**config.mk**
```make
export PLATFORM = sky130hd
export DESIGN_NAME = rst_seq_top
export DESIGN_NICKNAME = d
export VERILOG_FILES = /design/src/rtl/rst_seq_pkg.sv /design/src/rtl/rst_sync.sv /design/src/rtl/rst_release.sv /design/src/rtl/pad_group.sv /design/src/rtl/rst_seq_top.sv
export SDC_FILE = /design/constraint.sdc
export NUM_CORES = 1
export LEC_CHECK = 0
export BUFFER_PORTS_ARGS = -buffer_cell sky130_fd_sc_hd__buf_4
export CORE_UTILIZATION = 45
export CTS_CLUSTER_DIAMETER = 120
export CTS_CLUSTER_SIZE = 16
export DETAILED_ROUTE_END_ITERATION = 10
export PLACE_DENSITY = 0.7
export SYNTH_ARGS = -nofsm -noshare
export SYNTH_HDL_FRONTEND = slang
export SYNTH_SLANG_ARGS = --single-unit
```
**constraint.sdc**
```tcl
create_clock -name clk_i -period 2.1 [get_ports clk_i]
set_input_delay 0.315 -clock clk_i [delete_from_list [all_inputs] [get_ports clk_i]]
set_output_delay 0.315 -clock clk_i [all_outputs]
set_load 0.05 [all_outputs]
```
**src/rtl/rst_seq_pkg.sv**
```systemverilog
package rst_seq_pkg;
  localparam int unsigned BUS_W   = 5;
  localparam int unsigned CODEC_W = 4;
  localparam int unsigned LINE_W  = 2;
  localparam int unsigned CTL_W   = 2;

  // bus pin order: frame sync, strobe 1, bit clock, downstream, upstream
  localparam int unsigned BUS_FSC  = 0;
  localparam int unsigned BUS_STB1 = 1;

  localparam logic [BUS_W-1:0] BUS_FORCE_MASK = BUS_W'(1 << BUS_FSC) | BUS_W'(1 << BUS_STB1);
  localparam logic [BUS_W-1:0] BUS_FORCE_VAL  = BUS_W'(1 << BUS_FSC);

  typedef enum logic [1:0] {
    REL_IDLE  = 2'd0,
    REL_HOLD  = 2'd1,
    REL_COUNT = 2'd2,
    REL_EDGE  = 2'd3
  } rel_state_e;
endpackage

```
**src/rtl/rst_sync.sv**
```systemverilog
module rst_sync #(
  parameter int unsigned STAGES  = 2,
  parameter logic        RST_VAL = 1'b0
) (
  input  logic clk_i,
  input  logic rst_ni,
  input  logic d_i,
  output logic q_o
);
  logic [STAGES-1:0] chain_q;

  always_ff @(posedge clk_i or negedge rst_ni) begin
    if (!rst_ni) chain_q <= {STAGES{RST_VAL}};
    else         chain_q <= {chain_q[STAGES-2:0], d_i};
  end

  assign q_o = chain_q[STAGES-1];
endmodule

```
**src/rtl/rst_release.sv**
```systemverilog
module rst_release #(
  parameter int unsigned TIMEOUT = 64
) (
  input  logic clk_i,
  input  logic rst_ni,
  input  logic hw_s_i,
  input  logic uv_s_i,
  input  logic uv_mode_i,
  input  logic bclk_s_i,
  output logic hold_o,
  output logic uv_cause_o,
  output rst_seq_pkg::rel_state_e state_o
);
  import rst_seq_pkg::*;

  localparam int unsigned CNT_W = (TIMEOUT > 2) ? $clog2(TIMEOUT) : 1;
  localparam logic [CNT_W-1:0] CNT_LAST = CNT_W'(TIMEOUT - 1);

  logic             hold_q, cause_q, bclk_prev_q;
  logic [CNT_W-1:0] cnt_q;
  logic             cond, bclk_fall;

  assign cond      = hw_s_i | uv_s_i;
  assign bclk_fall = bclk_prev_q & ~bclk_s_i;

  always_ff @(posedge clk_i or negedge rst_ni) begin
    if (!rst_ni) bclk_prev_q <= 1'b1;
    else         bclk_prev_q <= bclk_s_i;
  end

  always_ff @(posedge clk_i or negedge rst_ni) begin
    if (!rst_ni) begin
      hold_q  <= 1'b1;
      cause_q <= 1'b0;
      cnt_q   <= '0;
    end else if (cond) begin
      hold_q <= 1'b1;
      cnt_q  <= '0;
      if (uv_s_i) cause_q <= 1'b1;
    end else if (hold_q) begin
      if (uv_mode_i) begin
        if (cnt_q == CNT_LAST) begin
          hold_q  <= 1'b0;
          cause_q <= 1'b0;
          cnt_q   <= '0;
        end else begin
          cnt_q <= cnt_q + 1'b1;
        end
      end else if (bclk_fall) begin
        hold_q  <= 1'b0;
        cause_q <= 1'b0;
        cnt_q   <= '0;
      end
    end
  end

  always_comb begin
    if (!hold_q)        state_o = REL_IDLE;
    else if (cond)      state_o = REL_HOLD;
    else if (uv_mode_i) state_o = REL_COUNT;
    else                state_o = REL_EDGE;
  end

  assign hold_o     = hold_q;
  assign uv_cause_o = cause_q;
endmodule

```
**src/rtl/pad_group.sv**
```systemverilog
module pad_group #(
  parameter int unsigned W          = 2,
  parameter logic [W-1:0] FORCE_MASK = '0,
  parameter logic [W-1:0] FORCE_VAL  = '0
) (
  input  logic         in_rst_i,
  input  logic [W-1:0] val_i,
  input  logic [W-1:0] oe_i,
  output logic [W-1:0] val_o,
  output logic [W-1:0] oe_o
);
  for (genvar i = 0; i < W; i++) begin : g_pin
    if (FORCE_MASK[i]) begin : g_force
      assign oe_o[i]  = in_rst_i ? 1'b1 : oe_i[i];
      assign val_o[i] = in_rst_i ? FORCE_VAL[i] : val_i[i];
    end else begin : g_hiz
      assign oe_o[i]  = in_rst_i ? 1'b0 : oe_i[i];
      assign val_o[i] = in_rst_i ? 1'b0 : val_i[i];
    end
  end
endmodule

```
**src/rtl/rst_seq_top.sv**
```systemverilog
module rst_seq_top
  import rst_seq_pkg::*;
#(
  parameter int unsigned CYC_PER_MS  = 7680,
  parameter int unsigned TIMEOUT_MS  = 64,
  parameter int unsigned SYNC_STAGES = 2
) (
  input  logic               clk_i,
  input  logic               rst_ni,
  input  logic               ext_rst_ni,
  input  logic               uv_flag_i,
  input  logic               uv_en_i,
  input  logic               sw_rst_bus_i,
  input  logic               sw_rst_codec_i,
  input  logic               sw_rst_line_i,
  input  logic               bclk_i,
  input  logic               mclk_i,
  input  logic [BUS_W-1:0]   bus_val_i,
  input  logic [BUS_W-1:0]   bus_oe_i,
  input  logic [CODEC_W-1:0] codec_val_i,
  input  logic [CODEC_W-1:0] codec_oe_i,
  input  logic [LINE_W-1:0]  line_val_i,
  input  logic [LINE_W-1:0]  line_oe_i,
  input  logic [CTL_W-1:0]   ctl_val_i,
  input  logic [CTL_W-1:0]   ctl_oe_i,
  output logic [BUS_W-1:0]   bus_val_o,
  output logic [BUS_W-1:0]   bus_oe_o,
  output logic [CODEC_W-1:0] codec_val_o,
  output logic [CODEC_W-1:0] codec_oe_o,
  output logic [LINE_W-1:0]  line_val_o,
  output logic [LINE_W-1:0]  line_oe_o,
  output logic [CTL_W-1:0]   ctl_val_o,
  output logic [CTL_W-1:0]   ctl_oe_o,
  output logic               mclk_o,
  output logic               rst_o
);
  localparam int unsigned TIMEOUT = TIMEOUT_MS * CYC_PER_MS;

  logic hw_raw, uv_raw, hw_s, uv_flag_s, bclk_s;
  logic hold, uv_cause, sys_rst, mclk_stop;
  rel_state_e rel_state;

  assign hw_raw = ~ext_rst_ni;
  assign uv_raw = uv_en_i & uv_flag_i;

  rst_sync #(.STAGES(SYNC_STAGES), .RST_VAL(1'b1)) u_sync_hw (
    .clk_i(clk_i), .rst_ni(rst_ni), .d_i(hw_raw), .q_o(hw_s)
  );
  rst_sync #(.STAGES(SYNC_STAGES), .RST_VAL(1'b0)) u_sync_uv (
    .clk_i(clk_i), .rst_ni(rst_ni), .d_i(uv_flag_i), .q_o(uv_flag_s)
  );
  rst_sync #(.STAGES(SYNC_STAGES), .RST_VAL(1'b1)) u_sync_bclk (
    .clk_i(clk_i), .rst_ni(rst_ni), .d_i(bclk_i), .q_o(bclk_s)
  );

  rst_release #(.TIMEOUT(TIMEOUT)) u_release (
    .clk_i      (clk_i),
    .rst_ni     (rst_ni),
    .hw_s_i     (hw_s),
    .uv_s_i     (uv_flag_s & uv_en_i),
    .uv_mode_i  (uv_en_i),
    .bclk_s_i   (bclk_s),
    .hold_o     (hold),
    .uv_cause_o (uv_cause),
    .state_o    (rel_state)
  );

  // raw terms make assertion immediate; hold covers the release window
  assign sys_rst = ~rst_ni | hold | hw_raw | uv_raw;
  assign rst_o   = sys_rst;

  assign mclk_stop = uv_raw | uv_cause;
  assign mclk_o    = mclk_i & ~mclk_stop;

  pad_group #(.W(BUS_W), .FORCE_MASK(BUS_FORCE_MASK), .FORCE_VAL(BUS_FORCE_VAL)) u_pad_bus (
    .in_rst_i(sys_rst | sw_rst_bus_i),
    .val_i(bus_val_i), .oe_i(bus_oe_i), .val_o(bus_val_o), .oe_o(bus_oe_o)
  );
  pad_group #(.W(CODEC_W)) u_pad_codec (
    .in_rst_i(sys_rst | sw_rst_codec_i),
    .val_i(codec_val_i), .oe_i(codec_oe_i), .val_o(codec_val_o), .oe_o(codec_oe_o)
  );
  pad_group #(.W(LINE_W)) u_pad_line (
    .in_rst_i(sys_rst | sw_rst_line_i),
    .val_i(line_val_i), .oe_i(line_oe_i), .val_o(line_val_o), .oe_o(line_oe_o)
  );
  pad_group #(.W(CTL_W)) u_pad_ctl (
    .in_rst_i(sys_rst),
    .val_i(ctl_val_i), .oe_i(ctl_oe_i), .val_o(ctl_val_o), .oe_o(ctl_oe_o)
  );
endmodule

```
==> results.cfg <==
[run_status]
outcome = complete, no violations

[timing]
maxSlewViolCount = 0
setup-violations-final = 0
fin_crit_ps = 1953
hold_viol = 0
slew_headroom = 0.7161
rsz0062_at_grt = true
timing.fmax_mhz = 512.0
worst_pin_slew_ps = 424.6
min_period_over_period = 0.9301
fin_worst_skew_ps = 15.54

[finish]
final_cell_mix = 71 x buf_4, 22 x dfrtp_1, 19 x nand2_1
nNetsFinal = 295
fin_area_sq_um = 2328
layout_commonest_cell = buf_4
instances_no_fill = 305
drive_gt1_frac = 0.3774
antenna_cells = 0
fillers = 327
syn_to_final_growth_pct = 34.76
final_core_util = 0.6360

[synthesis]
synth.avg_cell_area_sq_um = 9.094
ys_types = 43
yosys_warnings = 0
synth_cells = 190
synth_top_cell_by_area = dfrtp_1
synth_seq_cells = 28
synthesis.area_sq_um = 1728
yosysSeqAreaShare = 0.4098
synthesis.nets = 227
synthTopCellsByArea = dfrtp_1 32%, dfstp_2 9.1%, and2_1 9.1%
yosys.area.top_type_share = 0.3186

[clock_network]
clkTransAtPathRegs_ps = 100
clock_tree.buffer_depth = 2
cts_tree = built
numCtsBuffers = 3
cts_sinks = 28
cts_root_buf = clkbuf_8
h-tree-depth = 1
worstSkewPairLatency_ps = 280

[die]
die_x_microns = 63.97
fp.dieArea_sq_um = 4092
core_area_sq_um = 3661
pin_count = 64
die_y_microns = 63.97
start_util = 0.4720
row_count = 22

[place]
gp_congestion = 0.7802
dp_hpwl_microns = 3439
place_inst = 301
dpl_cell_area_sq_um = 2278
io_buffers = 63

[route]
drc = 0
route.vias.total = 1676
ant_nets = 0
met1_length_microns = 2027
vias_per_cell = 5.495
drtIter0Drc = 68
drt-total-wl_microns = 4488
dr_wl_met3_microns = 264
routed.top_layer = met4
dr.pass1.iters = 4
dr_wl_met2_microns = 2151
wl_per_cell_microns = 14.71

[global_routing]
antenna_found_initial = 0
grt_max_degree = 29
grt_pass1_wl_microns = 7334
overflow = 0
grt_pass1_vias = 1461
track_usage = 0.2295

[critical_path]
cp-start-kind = flip-flop
critical_path.max_fanout = 7
reg2reg_to = u_release.cnt_q[18]
r2r-start = u_release.cnt_q[5]
endpoint_kind = output pin
required_ps = 1780
worstSetupPathType = flip-flop to output pin
rr_worst_depth = 4
crit_arrival_ps = 1640
r2r_setup_slack_ps = 220
crit_start = u_release.hold_o

[power_and_ir_drop]
vdd_drop_max_mv = 0.3693
power.leakage_uw = 0.001023
power.density_nw_per_um2 = 434.5

[min_path]
min_path_type = input port to async pin

[run]
cap_violations = 0
-- layer usage --
metal  global-route usage  vias to the layer above
met2               0.3604                       49
met4              0.06250                        0
met5                    0                        -
li1                     -                      848
met3              0.04107                        4
met1               0.3224                      775
-- critical path: stages (launching register included) --
cell and delay [ps]:
dfstp_2 390, nor2_1 220, inv_1 170, nor2_2 220, and2_1 170, buf_4 200
-- state kept, by name, summed over array words and instances, names as in the netlist --
| name | count |
|---|---|
| u_release.cnt_q | 19 |
| u_sync_uv.chain_q | 2 |
| u_release.bclk_prev_q | 1 |
| u_release.uv_cause_o | 1 |
| u_release.hold_o | 1 |
| u_sync_bclk.chain_q | 2 |
| u_sync_hw.chain_q | 2 |
-- layout make-up --
class | instances | area [sq um] | share of cell area
inverter | 8 | 30.03 | 0.01290
multi-input combinational | 146 | 952.2 | 0.4089
sequential | 28 | 708.2 | 0.3041
clock buffer | 4 | 45.04 | 0.01934
timing repair buffer | 71 | 533.0 | 0.2289
tap | 48 | 60.06 | 0.02579
-- metrics by stage --
step           total power [uW]  TNS [ps]  hold slack (ps)  setup slack (ps)
2_1_floorplan             635.3         0            19.41             20.88
3_3_place_gp              720.4         0            344.9             168.4
3_5_place_dp              720.8         0            348.1             102.3
4_1_cts                    1019         0            38.94             51.56
5_1_grt                    1050    -137.9            59.62            -20.63
6_report                   1012         0            23.90             146.9
-- Yosys cell counts, drive strengths merged --
library cell and instances:
nor2b 2, o22ai 1, a41oi 1, and3 2, buf 6, dfrtp 22, or4 4, and4 2
a21boi 1, o21ai 12, or3 5, o2111ai 1, clkbuf 2, inv 8, ha 1, nor3 2
nand3 10, nor2 8, or3b 1, nor3b 1, o41ai 1, o32a 1, o311ai 1, a21bo 1
a211o 1, a22oi 4, o221ai 1, nand2b 2, dfstp 6, and2 25, o211ai 12, a21oi 2
nand4 9, o31ai 7, nor4 3, a221oi 1, nand2 19, and3b 2
-- worst max path at each step --
stage | endpoint | slack (ps) | cells past startpoint
floorplan | bus_oe_o[2] | 20 | 7
global placement | bus_val_o[4] | 170 | 8
detailed placement | codec_val_o[2] | 100 | 8
CTS | codec_val_o[2] | 50 | 5
global route | codec_oe_o[1] | -20 | 5
finish | bus_val_o[2] | 150 | 5
-- logic make-up (layout without fill, tap and decap cells) --
logic type	Yosys count	count (layout)	synth area share
AOI/OAI and AO/OA	48	48	0.2006
buffers and inverters	16	83	0.04779
and+or+nand+nor	97	97	0.3345
adders and majority gates	1	1	0.007240
DFF	28	28	0.4098
-- power breakdown --
group,switching (uW),internal [uW]
clock,165,136
combinational,74.8,70.6
sequential,9.07,556
total,249,762
-- repair_timing --
item | CTS | global route
buffers inserted | 0 | 0
endpoints found under the setup margin | 0 | 15
hold buffers | 0 | 0
resized for setup | 0 | 2
Power figures use the tool's default switching activity.
